<file path="config.mk">
export PLATFORM = sky130hd
export DESIGN_NAME = casc_counter
export DESIGN_NICKNAME = d
export VERILOG_FILES = /design/src/rtl/casc_cnt_pkg.sv /design/src/rtl/casc_cnt_slice.sv /design/src/rtl/casc_cnt_lookahead.sv /design/src/rtl/casc_counter.sv
export SDC_FILE = /design/constraint.sdc
export NUM_CORES = 1
export LEC_CHECK = 0
export BUFFER_PORTS_ARGS = -buffer_cell sky130_fd_sc_hd__buf_2
export CORE_MARGIN = 2
export CORE_UTILIZATION = 30
export CTS_CLUSTER_SIZE = 14
export DETAILED_ROUTE_END_ITERATION = 8
export GPL_TIMING_DRIVEN = 0
export SETUP_SLACK_MARGIN = 0.02
export SYNTH_ARGS = -nofsm -noshare
export SYNTH_HDL_FRONTEND = slang
export SYNTH_SLANG_ARGS = --single-unit
</file>
<file path="constraint.sdc">
create_clock -name clk_i -period 2.2 [get_ports clk_i]
set_input_delay 0.55 -clock clk_i [delete_from_list [all_inputs] [get_ports clk_i]]
set_output_delay 0.55 -clock clk_i [all_outputs]
set_load 0.005 [all_outputs]
</file>
<file path="src/rtl/casc_cnt_pkg.sv">
package casc_cnt_pkg;
  localparam int unsigned SLICE_W = 4;
  typedef logic [SLICE_W-1:0] nib_t;
endpackage

</file>
<file path="src/rtl/casc_cnt_slice.sv">
module casc_cnt_slice
  import casc_cnt_pkg::*;
(
  input  logic clk_i,
  input  logic rst_ni,
  input  logic clr_i,
  input  logic load_i,
  input  logic en_p_i,
  input  logic en_t_i,
  input  nib_t d_i,
  output nib_t q_o,
  output logic carry_o
);
  nib_t q_q;

  always_ff @(posedge clk_i or negedge rst_ni) begin
    if (!rst_ni)                q_q <= '0;
    else if (clr_i)             q_q <= '0;
    else if (load_i)            q_q <= d_i;
    else if (en_p_i && en_t_i)  q_q <= q_q + nib_t'(1);
  end

  // carry gated by trickle enable only
  assign carry_o = (&q_q) & en_t_i;
  assign q_o     = q_q;
endmodule

</file>
<file path="src/rtl/casc_cnt_lookahead.sv">
module casc_cnt_lookahead #(
  parameter int unsigned NUM_SLICES = 4
) (
  input  logic                  cnt_en_i,
  input  logic [NUM_SLICES-1:0] carry_i,
  output logic [NUM_SLICES-1:0] en_p_o,
  output logic [NUM_SLICES-1:0] en_t_o,
  output logic                  tc_o
);
  for (genvar k = 0; k < NUM_SLICES; k++) begin : g_en
    if (k == 0) begin : g_low
      assign en_p_o[k] = cnt_en_i;
      assign en_t_o[k] = cnt_en_i;
    end else if (k == 1) begin : g_second
      assign en_p_o[k] = carry_i[0];
      assign en_t_o[k] = 1'b1;
    end else begin : g_upper
      assign en_p_o[k] = carry_i[0];
      assign en_t_o[k] = carry_i[k-1];
    end
  end

  if (NUM_SLICES == 1) begin : g_tc1
    assign tc_o = carry_i[0];
  end else begin : g_tcn
    assign tc_o = carry_i[NUM_SLICES-1] & carry_i[0];
  end
endmodule

</file>
<file path="src/rtl/casc_counter.sv">
module casc_counter
  import casc_cnt_pkg::*;
#(
  parameter int unsigned NUM_SLICES = 4,
  localparam int unsigned W = NUM_SLICES * SLICE_W
) (
  input  logic         clk_i,
  input  logic         rst_ni,
  input  logic         clr_i,
  input  logic         load_i,
  input  logic         cnt_en_i,
  input  logic [W-1:0] load_data_i,
  output logic [W-1:0] count_o,
  output logic         tc_o
);
  logic [NUM_SLICES-1:0] carry, en_p, en_t;

  casc_cnt_lookahead #(.NUM_SLICES(NUM_SLICES)) u_net (
    .cnt_en_i (cnt_en_i),
    .carry_i  (carry),
    .en_p_o   (en_p),
    .en_t_o   (en_t),
    .tc_o     (tc_o)
  );

  for (genvar k = 0; k < NUM_SLICES; k++) begin : g_slice
    casc_cnt_slice u_slice (
      .clk_i   (clk_i),
      .rst_ni  (rst_ni),
      .clr_i   (clr_i),
      .load_i  (load_i),
      .en_p_i  (en_p[k]),
      .en_t_i  (en_t[k]),
      .d_i     (load_data_i[k*SLICE_W +: SLICE_W]),
      .q_o     (count_o[k*SLICE_W +: SLICE_W]),
      .carry_o (carry[k])
    );
  end
endmodule

</file>
==> results.sh, run 1 <==
export IMPL_seq_area_um2=400
export IMPL_place_area_mm2=0.00122
export IMPL_final_cells=188
export IMPL_synth_top_family_by_area="simple AND/OR/NAND/NOR gates"
export IMPL_cp_end_kind="primary output"
export IMPL_htreeDepth=1
export IMPL_tightestPinTransition_ns=0.577
export IMPL_synthAdderAreaFrac_pct=5.06
export IMPL_period_needed_ns=2.13
export IMPL_port_buffers=36
export IMPL_largest_reg_flops=16
export IMPL_die_area_mm2=0.00377
export IMPL_hp_class="in -> async"
export IMPL_avgSynthCellArea_um2=10.0
export IMPL_pwr_share_comb_pct=18.7
export IMPL_track_usage_pct=13.5
export IMPL_num_vias=902
export IMPL_rsz0062_at_grt="no"
export IMPL_setup_viol=0
export IMPL_synthDistinctLibCells=30
export IMPL_numCtsBuffers=3
export IMPL_cts_tree="yes"
export IMPL_coreArea_mm2=0.00310
export IMPL_finalPower_w=0.000666
export IMPL_cts_root_buf="clkbuf_4"
export IMPL_final_area_mm2=0.00133
export IMPL_cp_arrival_ns=1.58
export IMPL_hpwl_um=1840
export IMPL_wl_per_cell_um=13.5
export IMPL_p_seq_share_pct=51.0
export IMPL_layout_common_cells="buf_2 (36), dfrtp_1 (16), nor2_1 (13), nand2_1 (9)"
export IMPL_grtUsageMet2_pct=23.3
export IMPL_drive_above_1_share_pct=41.0
export IMPL_first_iter_violations=55
export IMPL_gp_congestion=0.863
export IMPL_final_util_pct=43.0
export IMPL_syn_to_final_growth_pct=34.8
export IMPL_grt_pass1_wl_um=3770
export IMPL_first_global_vias=811
export IMPL_synthMuxAreaShare_pct=2.02
export IMPL_dp_cells=179
export IMPL_fmax_mhz=470
export IMPL_hold_violations=0
export IMPL_cts_sinks=16
export IMPL_p_leak_nw=0.625
export IMPL_fill_cells=348
export IMPL_yosysSeqAreaShare_pct=40.5
export IMPL_via_per_inst=4.80
export IMPL_status="complete, no violations"
export IMPL_final_common_cell="buf_2"
export IMPL_syn_num_nets=124
export IMPL_grt_antenna_before_repair=0
export IMPL_ant_nets=0
export IMPL_worstPathRequired_ns=1.65
export IMPL_ios=38
export IMPL_grt_max_degree=17
export IMPL_drt_pre_antenna_iters=4
export IMPL_power_density_mw_per_mm2=499
export IMPL_yosys_area_share_xor_xnor_pct=7.96
export IMPL_num_nets_final=170
export IMPL_power_internal_w=0.000474
export IMPL_clk_path_buf_depth=2
export IMPL_start_util_pct=31.9
export IMPL_start_kind="register"
export IMPL_rows=20
export IMPL_multiInputGateArea_um2=591
export IMPL_switchingPower_w=0.000191
export IMPL_use_met1_pct=16.8
export IMPL_p_sw_share_pct=28.7
export IMPL_grt_overflow_total=0
export IMPL_clock_skew_final_ns=0.0140
export IMPL_grt_busiest_layer="met2"
export IMPL_holdBufCountCts=0
export IMPL_maxCapViolCount=0
export IMPL_drcViolationCount=0
export IMPL_antennaDiodeCount=0
export IMPL_met3_usage_pct=4.20
export IMPL_slew_violations=0
export IMPL_min_period_over_period_pct=96.6
export IMPL_yosysWarningCount=0
export IMPL_clkPwrFrac_pct=30.3
export IMPL_die_x_um=61.4
export IMPL_critical_path_class="reg -> out"
export IMPL_relSlewSlack_pct=61.6
export IMPL_wl_um=2540
export IMPL_ys_seq_elements=16
export IMPL_synth_cell_area_um2=990
export IMPL_path_clk_slew_ns=0.11
export IMPL_finalSetupTns_ns=0
export IMPL_cp_max_fo=4
export IMPL_syn_inst=99
export IMPL_synth_simple_area_share_pct=24.0
export IMPL_clk_latency_ns=0.30
export IMPL_die_height_um=61.4
export IMPL_peakVddDrop_mv=0.255
export IMPL_synth_compound_area_share_pct=17.1
==> final timing paths <==
| kind | startpoint | endpoint | slack, ns | cells past startpoint |
|---|---|---|---|---|
| min reg2reg | g_slice[2].u_slice.q_o[1] | g_slice[2].u_slice.q_o[1] | 0.65 | 2 |
| max in group asynchronous | rst_ni | g_slice[3].u_slice.q_o[1] | 1.76 | 1 |
| min in group clk_i | clr_i | g_slice[2].u_slice.q_o[2] | 0.49 | 2 |
| max | g_slice[2].u_slice.q_o[0] | tc_o | 0.07 | 5 |
| min | rst_ni | g_slice[1].u_slice.q_o[3] | 0.15 | 1 |
| max reg2reg | g_slice[0].u_slice.q_o[0] | g_slice[2].u_slice.q_o[2] | 0.51 | 6 |
==> stage by stage <==
| step | setup WS [ns] | hold WS [ns] |
|---|---|---|
| floorplan | 0.349 | 0.254 |
| global placement | 0.0643 | 0.489 |
| detailed placement | 0.0338 | 0.486 |
| CTS | 0.0243 | 0.163 |
| global route | 0.00676 | 0.173 |
| finish | 0.0745 | 0.151 |
==> synth_stat cells <==
cell | number | area, µm²
a2111oi_2 | 1 | 15.0
a211oi_1 | 6 | 45.0
a211oi_2 | 3 | 37.5
a21oi_1 | 4 | 20.0
a311oi_1 | 3 | 26.3
a31oi_1 | 1 | 6.26
and2_1 | 1 | 6.26
and4_1 | 3 | 26.3
and4_2 | 1 | 10.0
buf_1 | 1 | 3.75
clkbuf_1 | 3 | 11.3
dfrtp_1 | 16 | 400
ha_1 | 4 | 50.1
inv_1 | 5 | 18.8
mux2i_1 | 2 | 20.0
nand2_1 | 9 | 33.8
nand3_1 | 3 | 15.0
nand3_2 | 1 | 10.0
nand4_1 | 1 | 6.26
nand4_4 | 1 | 21.3
nor2_1 | 13 | 48.8
nor2_2 | 1 | 6.26
nor3_2 | 1 | 10.0
nor3_4 | 1 | 16.3
nor4_4 | 1 | 21.3
o21ai_0 | 2 | 10.0
o31a_1 | 1 | 8.76
or3_1 | 1 | 6.26
xnor2_1 | 6 | 52.6
xor2_1 | 3 | 26.3
==> metal layers <==
layer  vias up  share of wire, %  wire length, µm
met5         -                 0                0
met4         0              0.83               21
met2        31                47             1200
met1       419                45             1140
li1        450                 -                -
met3         2               6.7              171
==> what timing repair did <==
action                     4_1_cts  5_1_grt
setup buffers                    3        2
gates resized for setup          2        4
setup endpoints to repair        1        1
pin swaps                        1        0
cloned                           0        0
==> worst max-delay path, stage by stage (launching register included) <==
cell	delay (ns)
dfrtp_1	0.42
ha_2	0.24
nand3_4	0.10
nor3_4	0.21
and4_1	0.20
buf_2	0.11
==> logic make-up after synthesis <==
family,count (synthesis)
compound gates,21
xor+xnor,9
fa+ha+maj,4
buf+inv,9
flops,16
mux,2
simple gates,38
==> area by class of cell <==
type,instances,share of cell area [%]
multi-input cells,74,44.3
plain buffers,4,1.13
clock buffers,4,2.72
repair buffers,41,16.3
inverters,5,1.41
well taps,44,4.13
flip-flops and latches,16,30.0
==> power groups by stage <==
stage / Combinational, W / Sequential (W) / Clock, W
floorplan: 0.0000568 / 0.000341 / 0
global placement: 0.000114 / 0.000342 / 0
detailed placement: 0.000117 / 0.000343 / 0
CTS: 0.000121 / 0.000338 / 0.000204
global route: 0.000142 / 0.000343 / 0.000217
finish: 0.000124 / 0.000340 / 0.000202
Power figures use the tool's default switching activity.
==> run 2: changes to the inputs <==
Settings changed: GPL_TIMING_DRIVEN 0 to default.
==> run 2 against run 1 <==
Wire length decreased by 2.1%. Largest cell class unchanged. Sequential share of layout area rose by 0.43 points. Final area fell by 1.4%. Critical path type unchanged. Critical endpoint unchanged. Fmax rose by 1.9%. Utilization shrank 0.60 points. Die area did not move. Sequential power fell by 1%. Register-to-register slack better by 0.10 ns.
==> results.sh, run 2 (synthesis results as in run 1) <==
export IMPL_slew_violations=0
export IMPL_finalSetupTns_ns=0
export IMPL_ant_nets=0
export IMPL_cts_root_buf="clkbuf_4"
export IMPL_grt_max_degree=20
export IMPL_antennaDiodeCount=0
export IMPL_critPathMaxStageDelay_ns=0.39
export IMPL_setup_viol=0
export IMPL_relSlewSlack_pct=61.2
export IMPL_num_nets_final=170
export IMPL_numCtsBuffers=3
export IMPL_drt_pre_antenna_iters=2
export IMPL_rsz0062_at_grt="no"
export IMPL_wl_per_cell_um=13.3
export IMPL_die_height_um=61.4
export IMPL_cts_sinks=16
export IMPL_htreeDepth=1
export IMPL_final_common_cell="buf_2"
export IMPL_period_needed_ns=2.09
export IMPL_start_util_pct=31.9
export IMPL_cp_arrival_ns=1.54
export IMPL_syn_to_final_growth_pct=32.9
export IMPL_die_area_mm2=0.00377
export IMPL_largest_reg_flops=16
export IMPL_holdBufCountCts=0
export IMPL_power_density_mw_per_mm2=475
export IMPL_clock_skew_final_ns=0.00230
export IMPL_cts_tree="yes"
export IMPL_drive_above_1_share_pct=43.4
export IMPL_rows=20
export IMPL_cp_max_fo=5
export IMPL_ios=38
export IMPL_worstPathRequired_ns=1.65
export IMPL_path_cells="ha_2 > nand3_4 > nor3_4 > and4_1 > buf_2"
export IMPL_peakVddDrop_mv=0.191
export IMPL_port_buffers=37
export IMPL_maxCapViolCount=0
export IMPL_hold_violations=0
export IMPL_coreArea_mm2=0.00310
export IMPL_grt_overflow_total=0
export IMPL_critical_path_class="reg -> out"
export IMPL_track_usage_pct=14.4
export IMPL_clk_latency_ns=0.29
export IMPL_drcViolationCount=0
export IMPL_cp_end_kind="primary output"
export IMPL_grt_pass1_wl_um=4000
export IMPL_crit_start="g_slice[1].u_slice.q_o[1]"
export IMPL_status="complete, no violations"
export IMPL_slowest_stage="dfrtp_1"
export IMPL_num_vias=917
export IMPL_clk_path_buf_depth=2
export IMPL_hpwl_um=1860
export IMPL_layout_common_cells="buf_2 (37), dfrtp_1 (16), nor2_1 (13), nand2_1 (9), buf_4 (8)"
export IMPL_fmax_mhz=480
export IMPL_gp_congestion=0.764
export IMPL_r2r_start="g_slice[0].u_slice.q_o[1]"
export IMPL_path_clk_slew_ns=0.09
export IMPL_hp_class="in -> async"
export IMPL_finalPower_w=0.000624
export IMPL_die_x_um=61.4
export IMPL_wl_um=2480
export IMPL_tightestPinTransition_ns=0.581
export IMPL_p_leak_nw=0.631
export IMPL_via_per_inst=4.90
export IMPL_first_global_vias=907
export IMPL_min_period_over_period_pct=94.8
export IMPL_first_iter_violations=46
export IMPL_start_kind="register"
export IMPL_grt_antenna_before_repair=0
[run 2: cell types whose count changed in the layout (fill, tap and decap cells not counted), sizes merged]
cell / change
buf: +3
clkbuf: -4
[run 2: path summary, 6_finish.rpt]
| check | endpoint | slack [ns] | cells past startpoint |
|---|---|---|---|
| max reg2reg | g_slice[2].u_slice.q_o[2] | 0.61 | 6 |
| max in group asynchronous | g_slice[0].u_slice.q_o[3] | 1.75 | 1 |
| min reg2reg | g_slice[1].u_slice.q_o[1] | 0.60 | 2 |
| min in group clk_i | g_slice[0].u_slice.q_o[0] | 0.49 | 3 |
| max | tc_o | 0.11 | 5 |
| min | g_slice[2].u_slice.q_o[2] | 0.17 | 1 |
[run 2: area by class of cell]
class	count	area [µm²]
Timing Repair Buffer	45	245
Fill cell	336	1790
Multi-Input combinational cell	74	573
Sequential cell	16	400
Clock buffer	3	22.5
Tap cell	44	55.1
Inverter	5	18.8
[run 2: per-stage QoR]
stage          instances  hold slack (ns)  util [%]  cell area (µm²)  setup WS (ns)
2_1_floorplan         99            0.254         -              990          0.349
3_3_place_gp         180            0.491      40.1             1240          0.294
3_5_place_dp         180            0.501      40.1             1240          0.284
4_1_cts              184            0.172      41.3             1280         0.0348
5_1_grt              187            0.198      42.4             1320         0.0281
6_report             187            0.167      42.4             1320          0.115
[run 2: report_power, final]
group	internal [W]	switching (W)
Sequential	0.000313	0.0000231
Combinational	0.0000626	0.0000642
Clock	0.0000638	0.0000974
Total	0.000440	0.000185
[run 2: routing by layer]
| metal | up-vias | track usage, % | wire length, µm |
|---|---|---|---|
| met5 | - | 0 | 0 |
| met1 | 432 | 18.4 | 1120 |
| met4 | 0 | 7.60 | 55 |
| li1 | 454 | - | - |
| met2 | 27 | 23.7 | 1170 |
| met3 | 4 | 2.10 | 146 |
[run 2: timing repair]
action / 4_1_cts / 5_1_grt
setup endpoints to repair: 1 / 1
buffers inserted: 1 / 3
gates resized for setup: 1 / 3
[run 2: worst max-delay path, delay by kind of cell (launching register included)]
| family | cells | cell delay [ns] |
|---|---|---|
| simple gates | 3 | 0.52 |
| flops | 1 | 0.39 |
| buf+inv | 1 | 0.11 |
| fa+ha+maj | 1 | 0.22 |
==> run 3: changes to the inputs <==
Settings changed: BUFFER_PORTS_ARGS -buffer_cell sky130_fd_sc_hd__buf_2 to default, DONT_BUFFER_PORTS from default to 1, SLEW_MARGIN from default to 20.
==> run 3 against run 2 <==
Die area did not move. Final cell count shrank 22%. Combinational power fell by 46%. Global-route usage fell by 1.6 points. First-iteration DRC count shrank 15%. Fmax is 0.98% higher. Worst setup slack improved by 0.020 ns. Critical endpoint unchanged.
==> results.sh, run 3 (synthesis results as in run 1) <==
export IMPL_die_x_um=61.4
export IMPL_die_height_um=61.4
export IMPL_syn_to_final_growth_pct=12.5
export IMPL_rows=20
export IMPL_drive_above_1_share_pct=21.6
export IMPL_finalSetupTns_ns=0
export IMPL_slew_violations=0
export IMPL_ant_nets=0
export IMPL_min_period_over_period_pct=93.9
export IMPL_pwr_share_comb_pct=12.1
export IMPL_die_area_mm2=0.00377
export IMPL_path_clk_slew_ns=0.09
export IMPL_clk_latency_ns=0.29
export IMPL_clkPwrFrac_pct=26.9
export IMPL_coreArea_mm2=0.00310
export IMPL_start_kind="register"
export IMPL_grt_max_degree=19
export IMPL_grt_antenna_before_repair=0
export IMPL_worstPathRequired_ns=1.65
export IMPL_first_iter_violations=39
export IMPL_wl_um=2210
export IMPL_gp_congestion=0.850
export IMPL_rsz0062_at_grt="no"
export IMPL_period_needed_ns=2.06
export IMPL_fmax_mhz=484
export IMPL_cts_sinks=16
export IMPL_antennaDiodeCount=0
export IMPL_via_per_inst=5.11
export IMPL_relSlewSlack_pct=50.2
export IMPL_p_sw_share_pct=27.5
export IMPL_cp_arrival_ns=1.51
export IMPL_finalPower_w=0.000567
export IMPL_layout_common_cells="nor2_1 (13), dfrtp_1 (13), nand2_1 (9), xnor2_1 (6), a211oi_1 (6)"
export IMPL_first_global_vias=671
export IMPL_cts_root_buf="clkbuf_4"
export IMPL_clk_path_buf_depth=2
export IMPL_grt_overflow_total=0
export IMPL_power_density_mw_per_mm2=509
export IMPL_status="complete, no violations"
export IMPL_worst_path_buf_inv=0
export IMPL_cp_max_fo=4
export IMPL_drt_pre_antenna_iters=6
export IMPL_final_cells=146
export IMPL_cp_end_kind="primary output"
export IMPL_power_internal_w=0.000411
export IMPL_p_leak_nw=0.447
export IMPL_critPathMaxStageDelay_ns=0.43
export IMPL_num_vias=746
export IMPL_grt_pass1_wl_um=3350
export IMPL_clock_skew_final_ns=0.00290
export IMPL_drcViolationCount=0
export IMPL_htreeDepth=1
export IMPL_start_util_pct=31.9
export IMPL_wl_per_cell_um=15.1
export IMPL_switchingPower_w=0.000156
export IMPL_peakVddDrop_mv=0.279
export IMPL_track_usage_pct=12.8
export IMPL_hold_violations=0
export IMPL_maxCapViolCount=0
export IMPL_port_buffers=0
export IMPL_cts_tree="yes"
export IMPL_p_seq_share_pct=61.0
export IMPL_crit_family="simple AND/OR/NAND/NOR gates"
export IMPL_setup_viol=0
export IMPL_slowest_stage="dfrtp_1"
export IMPL_hpwl_um=1590
export IMPL_dp_cells=141
export IMPL_numCtsBuffers=3
export IMPL_largest_reg_flops=16
export IMPL_num_nets_final=129
export IMPL_critical_path_class="reg -> out"
export IMPL_ios=38
export IMPL_hp_class="in -> reg"
export IMPL_tightestPinTransition_ns=0.744
export IMPL_path_cells="ha_1 > nand4_4 > nor3_4 > and4_1"
[run 3: worst paths after layout]
path	startpoint	endpoint	slack [ns]	cells past startpoint
worst max-delay path	g_slice[0].u_slice.q_o[1]	tc_o	0.14	4
worst min-delay path	clr_i	g_slice[3].u_slice.q_o[2]	0.31	1
worst max register to register	g_slice[0].u_slice.q_o[1]	g_slice[2].u_slice.q_o[2]	0.50	6
worst min register to register	g_slice[2].u_slice.q_o[0]	g_slice[2].u_slice.q_o[0]	0.64	2
max in group asynchronous	rst_ni	g_slice[2].u_slice.q_o[1]	0.92	1
min in group asynchronous	rst_ni	g_slice[3].u_slice.q_o[3]	0.76	1
[run 3: layout make-up]
type | instances | area (µm²)
Clock buffer | 3 | 22.5
Multi-Input combinational cell | 74 | 581
Sequential cell | 16 | 404
Fill cell | 345 | 1990
Tap cell | 44 | 55.1
Inverter | 5 | 18.8
Timing Repair Buffer | 4 | 32.5
[run 3: metrics by stage]
stage / hold WS [ns] / util [%] / cell area (µm²) / setup slack (ns)
2_1_floorplan: 0.254 / - / 990 / 0.349
3_3_place_gp: 0.255 / 33.7 / 1040 / 0.303
3_5_place_dp: 0.255 / 33.7 / 1040 / 0.276
4_1_cts: 0.288 / 35.2 / 1090 / 0.0600
5_1_grt: 0.278 / 35.9 / 1110 / 0.0253
6_report: 0.309 / 35.9 / 1110 / 0.135
[run 3: worst reg2reg max path, cell delays in order, from the launching register on]
cell and delay [ns]:
dfrtp_1 0.43, ha_1 0.26, nand4_4 0.11, buf_4 0.19, nor2_2 0.18, a211oi_1 0.11, a2111oi_2 0.32
[run 3: what timing repair did]
| item | in CTS | in global routing |
|---|---|---|
| hold endpoints to repair | 16 | 0 |
| buffers inserted | 1 | 0 |
| pin swaps | 1 | 0 |
| endpoints found under the setup margin | 1 | 1 |
| resized for setup | 1 | 6 |
| hold buffers | 1 | 0 |
[run 3: metal layers]
metal / vias up / share of wire [%] / track usage, %
met4: 0 / 1.9 / 5.47
met1: 342 / 43 / 15.5
li1: 367 / - / -
met3: 4 / 10 / 6.72
met2: 33 / 45 / 19.0
met5: - / 0 / 0
[run 3: power groups by stage]
stage,registers [W],clock network (W),logic [W]
after global placement,0.000348,0,0.0000592
after floorplan,0.000341,0,0.0000568
final,0.000346,0.000152,0.0000686
after global routing,0.000351,0.000178,0.0000800
after detailed placement,0.000349,0,0.0000606
after CTS,0.000344,0.000168,0.0000689
